`src/rtl/pwseq_pkg.sv`:
```
package pwseq_pkg;

  typedef enum logic [2:0] {
    PH_IDLE,
    PH_DRIVE1,
    PH_RAMP1,
    PH_DRIVE2,
    PH_RAMP2,
    PH_FINISH
  } phase_t;

  // Strobes and levels from control to datapath
  typedef struct packed {
    logic clear;     // phase change: restart time base and measurement
    logic drive;     // a drive phase is running
    logic measure;   // a ramp phase is running
    logic layerTwo;  // current phase belongs to the second array
    logic store;     // write measured counts into the result region
    logic hostOpen;  // host writes permitted
  } seqCtrl_t;

endpackage

```
`src/rtl/pwseq_ctrl.sv`:
```
module pwseq_ctrl
  import pwseq_pkg::*;
(
  input  logic     clk,
  input  logic     rstN,
  input  logic     start,
  input  logic     anyActive,
  input  logic     allDone,
  input  logic     timedOut,
  output seqCtrl_t ctl,
  output logic     l1RampEn,
  output logic     l2RampEn,
  output logic     done
);

  phase_t phase, nextPhase;
  logic rampClose;

  assign rampClose = allDone || timedOut;

  always_comb begin
    nextPhase = phase;
    unique case (phase)
      PH_IDLE, PH_FINISH: if (start) nextPhase = PH_DRIVE1;
      PH_DRIVE1:          if (!anyActive) nextPhase = PH_RAMP1;
      PH_RAMP1:           if (rampClose) nextPhase = PH_DRIVE2;
      PH_DRIVE2:          if (!anyActive) nextPhase = PH_RAMP2;
      PH_RAMP2:           if (rampClose) nextPhase = PH_FINISH;
      default:            nextPhase = PH_IDLE;
    endcase
  end

  always_ff @(posedge clk or negedge rstN) begin
    if (!rstN) phase <= PH_IDLE;
    else       phase <= nextPhase;
  end

  always_comb begin
    ctl.clear    = (nextPhase != phase);
    ctl.drive    = (phase == PH_DRIVE1) || (phase == PH_DRIVE2);
    ctl.measure  = (phase == PH_RAMP1) || (phase == PH_RAMP2);
    ctl.layerTwo = (phase == PH_DRIVE2) || (phase == PH_RAMP2);
    ctl.store    = ctl.measure && rampClose;
    ctl.hostOpen = (phase == PH_IDLE) || (phase == PH_FINISH);
  end

  assign l1RampEn = (phase == PH_RAMP1);
  assign l2RampEn = (phase == PH_RAMP2);
  assign done     = (phase == PH_FINISH);

endmodule

```
`src/rtl/pwseq_datapath.sv`:
```
module pwseq_datapath
  import pwseq_pkg::*;
#(
  parameter int CH = 8,
  parameter int W  = 8,
  parameter int TW = 16,
  localparam int CH_BITS   = $clog2(CH),
  localparam int ADDR_BITS = CH_BITS + 2
) (
  input  logic                 clk,
  input  logic                 rstN,
  input  seqCtrl_t             ctl,
  input  logic [W-1:0]         tickDiv,
  input  logic [TW-1:0]        timeoutTicks,
  input  logic                 hostWe,
  input  logic [ADDR_BITS-1:0] hostAddr,
  input  logic [W-1:0]         hostWdata,
  output logic [W-1:0]         hostRdata,
  input  logic [CH-1:0]        l1Resp,
  input  logic [CH-1:0]        l2Resp,
  output logic [CH-1:0]        l1Pulse,
  output logic [CH-1:0]        l2Pulse,
  output logic                 anyActive,
  output logic                 allDone,
  output logic                 timedOut
);

  logic [W-1:0]  inBank  [CH];
  logic [W-1:0]  midBank [CH];
  logic [W-1:0]  outBank [CH];
  logic [W-1:0]  measCnt [CH];
  logic [CH-1:0] seenHigh, finished, active, respSel;
  logic [W-1:0]  prescale;
  logic [TW-1:0] elapsed;
  logic          tick;
  logic [1:0]         hostRegion;
  logic [CH_BITS-1:0] hostChan;

  assign tick       = (prescale == tickDiv);
  assign hostRegion = hostAddr[ADDR_BITS-1 -: 2];
  assign hostChan   = hostAddr[CH_BITS-1:0];

  // Per-channel drive comparison and response select
  for (genvar g = 0; g < CH; g++) begin : gChan
    logic [W-1:0] drvWidth;
    assign drvWidth   = ctl.layerTwo ? midBank[g] : inBank[g];
    assign active[g]  = (elapsed < TW'(drvWidth));
    assign respSel[g] = ctl.layerTwo ? l2Resp[g] : l1Resp[g];
  end

  assign anyActive = |active;
  assign l1Pulse   = (ctl.drive && !ctl.layerTwo) ? active : '0;
  assign l2Pulse   = (ctl.drive &&  ctl.layerTwo) ? active : '0;
  assign allDone   = &finished;
  assign timedOut  = (elapsed == timeoutTicks);

  // Time base and elapsed-tick counter
  always_ff @(posedge clk or negedge rstN) begin
    if (!rstN) begin
      prescale <= '0;
      elapsed  <= '0;
    end else if (ctl.clear) begin
      prescale <= '0;
      elapsed  <= '0;
    end else if (ctl.drive || ctl.measure) begin
      if (tick) begin
        prescale <= '0;
        if (elapsed != '1) elapsed <= elapsed + 1'b1;
      end else begin
        prescale <= prescale + 1'b1;
      end
    end
  end

  // Response width measurement
  always_ff @(posedge clk or negedge rstN) begin
    if (!rstN) begin
      seenHigh <= '0;
      finished <= '0;
      for (int c = 0; c < CH; c++) measCnt[c] <= '0;
    end else if (ctl.clear) begin
      seenHigh <= '0;
      finished <= '0;
      for (int c = 0; c < CH; c++) measCnt[c] <= '0;
    end else if (ctl.measure) begin
      for (int c = 0; c < CH; c++) begin
        seenHigh[c] <= seenHigh[c] | respSel[c];
        finished[c] <= finished[c] | (seenHigh[c] & ~respSel[c]);
        if (tick && respSel[c] && !finished[c] && measCnt[c] != '1)
          measCnt[c] <= measCnt[c] + 1'b1;
      end
    end
  end

  // Width memory: three regions
  always_ff @(posedge clk or negedge rstN) begin
    if (!rstN) begin
      for (int c = 0; c < CH; c++) begin
        inBank[c]  <= '0;
        midBank[c] <= '0;
        outBank[c] <= '0;
      end
    end else begin
      if (ctl.hostOpen && hostWe && hostRegion == 2'd0)
        inBank[hostChan] <= hostWdata;
      if (ctl.store) begin
        for (int c = 0; c < CH; c++) begin
          if (ctl.layerTwo) outBank[c] <= measCnt[c];
          else              midBank[c] <= measCnt[c];
        end
      end
    end
  end

  always_comb begin
    unique case (hostRegion)
      2'd0:    hostRdata = inBank[hostChan];
      2'd1:    hostRdata = midBank[hostChan];
      2'd2:    hostRdata = outBank[hostChan];
      default: hostRdata = '0;
    endcase
  end

endmodule

```
`src/rtl/pwseq_top.sv`:
```
module pwseq_top
  import pwseq_pkg::*;
#(
  parameter int CH = 8,
  parameter int W  = 8,
  parameter int TW = 16,
  localparam int ADDR_BITS = $clog2(CH) + 2
) (
  input  logic                 clk,
  input  logic                 rstN,
  input  logic                 start,
  input  logic [W-1:0]         tickDiv,
  input  logic [TW-1:0]        timeoutTicks,
  input  logic                 hostWe,
  input  logic [ADDR_BITS-1:0] hostAddr,
  input  logic [W-1:0]         hostWdata,
  output logic [W-1:0]         hostRdata,
  output logic                 done,
  output logic [CH-1:0]        l1Pulse,
  output logic                 l1RampEn,
  input  logic [CH-1:0]        l1Resp,
  output logic [CH-1:0]        l2Pulse,
  output logic                 l2RampEn,
  input  logic [CH-1:0]        l2Resp
);

  seqCtrl_t ctl;
  logic anyActive, allDone, timedOut;

  pwseq_ctrl uCtrl (
    .clk(clk), .rstN(rstN), .start(start),
    .anyActive(anyActive), .allDone(allDone), .timedOut(timedOut),
    .ctl(ctl), .l1RampEn(l1RampEn), .l2RampEn(l2RampEn), .done(done)
  );

  pwseq_datapath #(.CH(CH), .W(W), .TW(TW)) uPath (
    .clk(clk), .rstN(rstN), .ctl(ctl),
    .tickDiv(tickDiv), .timeoutTicks(timeoutTicks),
    .hostWe(hostWe), .hostAddr(hostAddr), .hostWdata(hostWdata),
    .hostRdata(hostRdata), .l1Resp(l1Resp), .l2Resp(l2Resp),
    .l1Pulse(l1Pulse), .l2Pulse(l2Pulse),
    .anyActive(anyActive), .allDone(allDone), .timedOut(timedOut)
  );

endmodule

```
`config.mk`:
```
export PLATFORM = sky130hd
export DESIGN_NAME = pwseq_top
export DESIGN_NICKNAME = d
export VERILOG_FILES = /design/src/rtl/pwseq_pkg.sv /design/src/rtl/pwseq_ctrl.sv /design/src/rtl/pwseq_datapath.sv /design/src/rtl/pwseq_top.sv
export SDC_FILE = /design/constraint.sdc
export NUM_CORES = 1
export LEC_CHECK = 0
export BUFFER_PORTS_ARGS = -buffer_cell sky130_fd_sc_hd__buf_2
export CAP_MARGIN = 10
export CELL_PAD_IN_SITES_DETAIL_PLACEMENT = 1
export CELL_PAD_IN_SITES_GLOBAL_PLACEMENT = 1
export CORE_AREA = 3 3 177 179
export CTS_CLUSTER_DIAMETER = 50
export CTS_CLUSTER_SIZE = 30
export DETAILED_ROUTE_END_ITERATION = 8
export DIE_AREA = 0 0 180 182
export PLACE_DENSITY_LB_ADDON = 0.1
export SYNTH_ARGS = -nofsm -noshare
export SYNTH_HDL_FRONTEND = slang
export SYNTH_SLANG_ARGS = --single-unit
```
`constraint.sdc`:
```
create_clock -name clk -period 6.9 [get_ports clk]
set_input_delay 1.38 -clock clk [delete_from_list [all_inputs] [get_ports clk]]
set_output_delay 1.38 -clock clk [all_outputs]
set_load 0.005 [all_outputs]
```
=== Word-level counts from Yosys, hierarchy flattened ===
Cells that the tools add are included.

* Add/sub/neg operators: 10
* Magnitude comparators: 10
* Eq/ne operators: 19
* Muxes and demuxes: 58
* Bitwise logic cells: 34
* Reduce and logical (&&, ||, !) cells: 73

{| class="wikitable"
|+ Operators by type and width
! kind !! count
|-
| two-way mux 8 bit || 32
|-
| less-than comparator 16 x 8 -> 1 bit || 8
|-
| two-way mux 64 bit || 2
|-
| adder 8 x 1 -> 8 bit, second input constant || 9
|-
| binary-select mux 8 bit (select 3 bit) || 3
|-
| bitwise mux 64 bit || 1
|-
| two-way mux 16 bit || 4
|-
| != test 8 bit, second input constant || 8
|-
| logical AND 1 bit || 30
|-
| demux 8 bit (select 3 bit) || 1
|-
| case mux 8 bit (3 select lines) || 1
|-
| nonzero test 2 bit || 12
|-
| AND reduction 2 bit || 10
|-
| adder 16 x 1 -> 16 bit, second input constant || 1
|-
| equality test 16 bit || 1
|-
| != test 16 bit, second input constant || 1
|-
| OR 1 bit || 16
|-
| two-way mux 3 bit || 5
|-
| case mux 3 bit (5 select lines) || 1
|-
| logical NOT 1 bit || 9
|-
| NOT 1 bit || 9
|-
| bitwise AND 1 bit || 8
|-
| equality test 8 bit || 1
|-
| two-way mux 1 bit || 8
|-
| other kinds (16) || 23
|}

* Flip-flop bits (word level): 299
* Input port bits: 57
* Output and inout bits: 27
* Logic and storage cells: 241

=== Depth between registers and ports, before layout ===
* Depth in word-level cells: 10
* Mapped depth: 17
* Depth with buffers taken out: 11

=== By module ===
A second synthesis with hierarchy kept.

* Cell total of the unflattened synthesis: 1519
* Area total of the unflattened synthesis: 16861.2 µm²

{| class="wikitable"
|+ Modules (own cells, without submodules)
! module !! instances !! cells each !! area an instance (µm²) !! sequential area each (µm²)
|-
| pwseq_datapath || 1 || 1484 || 16587.2 || 7407.1
|-
| pwseq_ctrl || 1 || 35 || 274.0 || 75.1
|}

=== Worst setup path after synthesis ===
Ideal clock, no wire load.

* Path type: register to output
* Start point: register uCtrl.phase[1]
* End point: output l1Pulse[2]
* Arrival: 3.245 ns
* Required time: 5.520 ns
* Setup slack: 2.275 ns
* Cell stages (with the launch flop): 14
* Buffers on the path: 4
* Path through: dfrtp_1 -> buf_4 -> nor2b_1 -> a21oi_1 -> buf_2 -> buf_1 -> buf_2 -> mux2i_1 -> ha_1 -> a21o_1 -> a21o_1 -> a2111oi_0 -> nand2_1 -> nor2_1

* Cells in the longest elaborated chain, start to end: 5
* Elaborated cells on any way between the ends: 10
* Those cells by class: 1 x order compare; 3 x eq/ne; 2 x mux; 4 x reduce/logical

{| class="wikitable"
|+ RTL lines
! what !! RTL line !! RTL
|-
| start: declaration || pwseq_ctrl.sv:16 || <nowiki>phase_t phase, nextPhase;</nowiki>
|-
| start signal: assignment || pwseq_ctrl.sv:35 || <nowiki>else phase <= nextPhase;</nowiki>
|-
| equality test 3 x 2 -> 1 bit / equality test 3 bit (equally long branches) || pwseq_ctrl.sv:40, pwseq_ctrl.sv:42 ||
|-
| logical OR 1 bit || pwseq_ctrl.sv:42 || <nowiki>ctl.layerTwo = (phase == PH_DRIVE2) || (phase == PH_RAMP2);</nowiki>
|-
| two-way mux 8 bit / logical NOT 1 bit (equally long branches) || pwseq_datapath.sv:46, pwseq_datapath.sv:52 ||
|-
| less-than comparator 16 x 8 -> 1 bit / logical AND 1 bit (equally long branches) || pwseq_datapath.sv:47, pwseq_datapath.sv:52 ||
|-
| two-way mux 8 bit * || pwseq_datapath.sv:52 || <nowiki>assign l1Pulse = (ctl.drive && !ctl.layerTwo) ? active : '0;</nowiki>
|-
| end: declaration || pwseq_top.sv:19 || <nowiki>output logic [CH-1:0] l1Pulse,</nowiki>
|}

Mark *: on every way between the ends. The rest lies on a longest branch, timed or not.

=== Final worst setup path ===
* Start point: register uCtrl.phase[0]
* End point: output l1Pulse[7]

The elaborated chain is that of the path after synthesis.

==> flow_metrics.tcl <==
set metrics [dict create \
    post-cts-setup-buffers 0 \
    synthTopCellsByArea "dfrtp_1, mux2_2, ha_1, mux2i_1, nor2_1" \
    placed_cells 1890 \
    vias 12900 \
    fin_nets 1663 \
    hold_class "register to register" \
    max_freq_ghz 0.176 \
    wl_um 54900 \
    slew_headroom_pct 23.2 \
    grt-busiest-layer "met2" \
    required_ns 5.52 \
    path_cells "nor3b_1, a21oi_4, buf_4, mux2i_1, ha_1, a21o_1, a21o_1, a2111oi_1, nand2_1, nor2_1, buf_2" \
    syn2layout_area_growth_pct 13.1 \
    path_common_cell "a21o_1" \
    start_util_pct 54.3 \
    ys_seq_area_share_pct 46.4 \
    ios 84 \
    first_global_vias 13600 \
    worst_slew_pin_slew_ns 1.15 \
    grt_max_degree 189 \
    fin_util_pct 61.4 \
    ys.flop_type "dfrtp_1" \
    dr.first_iter.drc_count 1087 \
    final_cells 1959 \
    rsz0062_at_grt "no" \
    grt_usage_pct 33.2 \
    viasPerCell 6.61 \
    finalPower_mw 5.67 \
    overflow 0 \
    cp.arrival_ns 4.29 \
    layout_common_cells "dfrtp_1, mux2_2, nor2_1" \
    ff2ff_setup_slack_ns 2.03 \
    die_area_mm2 0.0328 \
    synth_edf_count 0 \
    clock_sinks 299 \
    post_drt_wl_per_cell_um 28.0 \
    cts_buffer_depth 3 \
    firstDrtPassIters 8 \
    synth_cell_type_count 61 \
    die_h_um 182 \
    synth-async-reset-ratio_pct 100 \
    cts_repair_resize_count 0 \
    grt_use_met1_pct 44.5 \
    syn_area_mm2 0.0161 \
    grt_first_pass_wirelength_um 84100 \
    num_rows 63 \
    place_area_mm2 0.0169 \
    ir_worst_vdd_mv 0.244 \
    insertion_delay_ns 0.54 \
    cp_slowest_cell "nor3b_1" \
    max_stage_delay_ns 0.70 \
    end_kind "output port" \
    cts_tree "yes" \
    slew_viol_final 0 \
    finalWorstPathRequiredPeriod_ns 5.67 \
    syn_nets 1594 \
    ctsHtreeMaxLevel 2 \
    finalHoldViolations 0 \
    outcome "complete, no violations" \
    crit_fanout 31 \
    antenna_cells 0 \
    cts_made_buffers 38 \
    synth_area_per_cell_um2 11.0 \
    ant_nets 0 \
    grtUsageMet3_pct 5.71 \
    p_leak_nw 8.84 \
    critical_path_class "register to output port" \
    antenna_found_initial 0 \
    synth_warnings 0 \
    synth_top_area_cell "dfrtp_1" \
    setup_violations 0 \
    port_buffers 83 \
    ys_seq_elements 299 \
    fin_area_mm2 0.0182 \
    cts-root-buf "clkbuf_16" \
    drv_cap 0 \
    critPathLaunchType "register" \
    fp.coreArea_mm2 0.0297 \
    dp_hpwl_um 38700 \
    final_common_cell "dfrtp_1" \
    gp_congestion 0.992 \
    final_layout_size_suffix_gt1_share_pct 23.9 \
    path_clk_slew_ns 0.07 \
    ctsHoldBuffers 0 \
    powerDensity_mw_per_mm2 311 \
    yosys.area.top_type_share_pct 46.4 \
    synthesis.instances 1471 \
    die_w_um 180 \
    skew_ns 0.0283 \
    met2_usage_pct 51.5 \
    fin_setup_tns_ns 0 \
    drc 0 \
    fin_crit_sh_pct 82.2 \
]
-- stage by stage --
step	hold WS, ns	worst slack (ns)
2_1_floorplan	0.450	2.27
3_3_place_gp	0.476	1.89
3_5_place_dp	0.486	1.86
4_1_cts	0.503	1.28
5_1_grt	0.524	0.956
6_report	0.497	1.23
-- cell families after synthesis --
kind of cell,Yosys count,synth area share (%)
DFF,299,46.4
AOI/OAI and AO/OA,256,11.0
buffers and inverters,95,2.68
and+or+nand+nor,405,12.4
adders and majority gates,66,5.12
muxes,254,17.2
xor gates and xnor gates,96,5.21
-- critical path: cells and delay by family (launching register included) --
| family | cells | cell delay (ns) |
|---|---|---|
| AO/OA/AOI/OAI | 4 | 1.09 |
| AND/OR/NAND/NOR | 3 | 1.07 |
| flip-flops | 1 | 0.58 |
| buffers and inverters | 2 | 0.47 |
| adder cells (fa/ha/maj) | 1 | 0.33 |
| multiplexers | 1 | 0.20 |
-- final timing paths --
path	startpoint	endpoint	cells after the start
setup / recovery	uCtrl.phase[0]	l1Pulse[7]	11
hold / removal	uPath.seenHigh[5]	uPath.seenHigh[5]	2
setup reg to reg	uCtrl.phase[0]	uPath.finished[4]	13
hold reg to reg	uPath.seenHigh[5]	uPath.seenHigh[5]	2
max in group asynchronous	rstN	uPath.inBank[36]	2
min in group asynchronous	rstN	uPath.elapsed[2]	1
-- sequential cells by signal (all words and copies together), names as in the netlist --
register and flops:
uPath.measCnt 64, uPath.seenHigh 8, uPath.midBank 64, uPath.inBank 64, uPath.finished 8, uPath.elapsed 16, uCtrl.phase 3, uPath.outBank 64
uPath.prescale 8
-- where the power goes --
part	switching (mW)	internal, mW	leakage, nW
Combinational	0.939	0.575	4.06
Sequential	0.178	1.90	4.14
Clock	0.957	1.12	0.641
-- Yosys cell counts, types with 3 or more instances --
cell type  count
a2111oi_1      3
a211oi_1       9
a21o_1         9
a21oi_1       42
a221oi_1      17
a22o_1        14
a22oi_1       68
a31oi_1        8
a32oi_1        3
and3_1        16
buf_1          9
buf_2         16
buf_6          7
clkbuf_1      39
dfrtp_1      299
ha_1          66
inv_1         22
mux2_2       186
mux2i_1       68
nand2_1       76
nand2b_1       5
nand3_1       51
nand3b_1       5
nand4_1       41
nand4b_1       7
nor2_1       145
nor2b_1        6
nor3_1        19
nor3b_1        6
nor4_1        11
o211ai_1      13
o21ai_0       41
o22ai_1        8
o31a_1         6
or3_1          4
xnor2_1       52
xor2_1        44
-- layout make-up --
type                            instances  area [um2]
Clock buffer                           40         980
Inverter                               23        86.3
Fill cell                            3095       11500
Tap cell                              390         488
Clock inverter                         29         359
Multi-Input combinational cell       1077        8260
Timing Repair Buffer                  101         586
Sequential cell                       299        7480
-- layer usage --
metal | vias to the layer above | routed length, um
met5 | - | 0
li1 | 5575 | -
met1 | 6617 | 22600
met2 | 573 | 24900
met3 | 180 | 3940
met4 | 0 | 3440
Note: power is estimated with default switching activity, not from simulation.
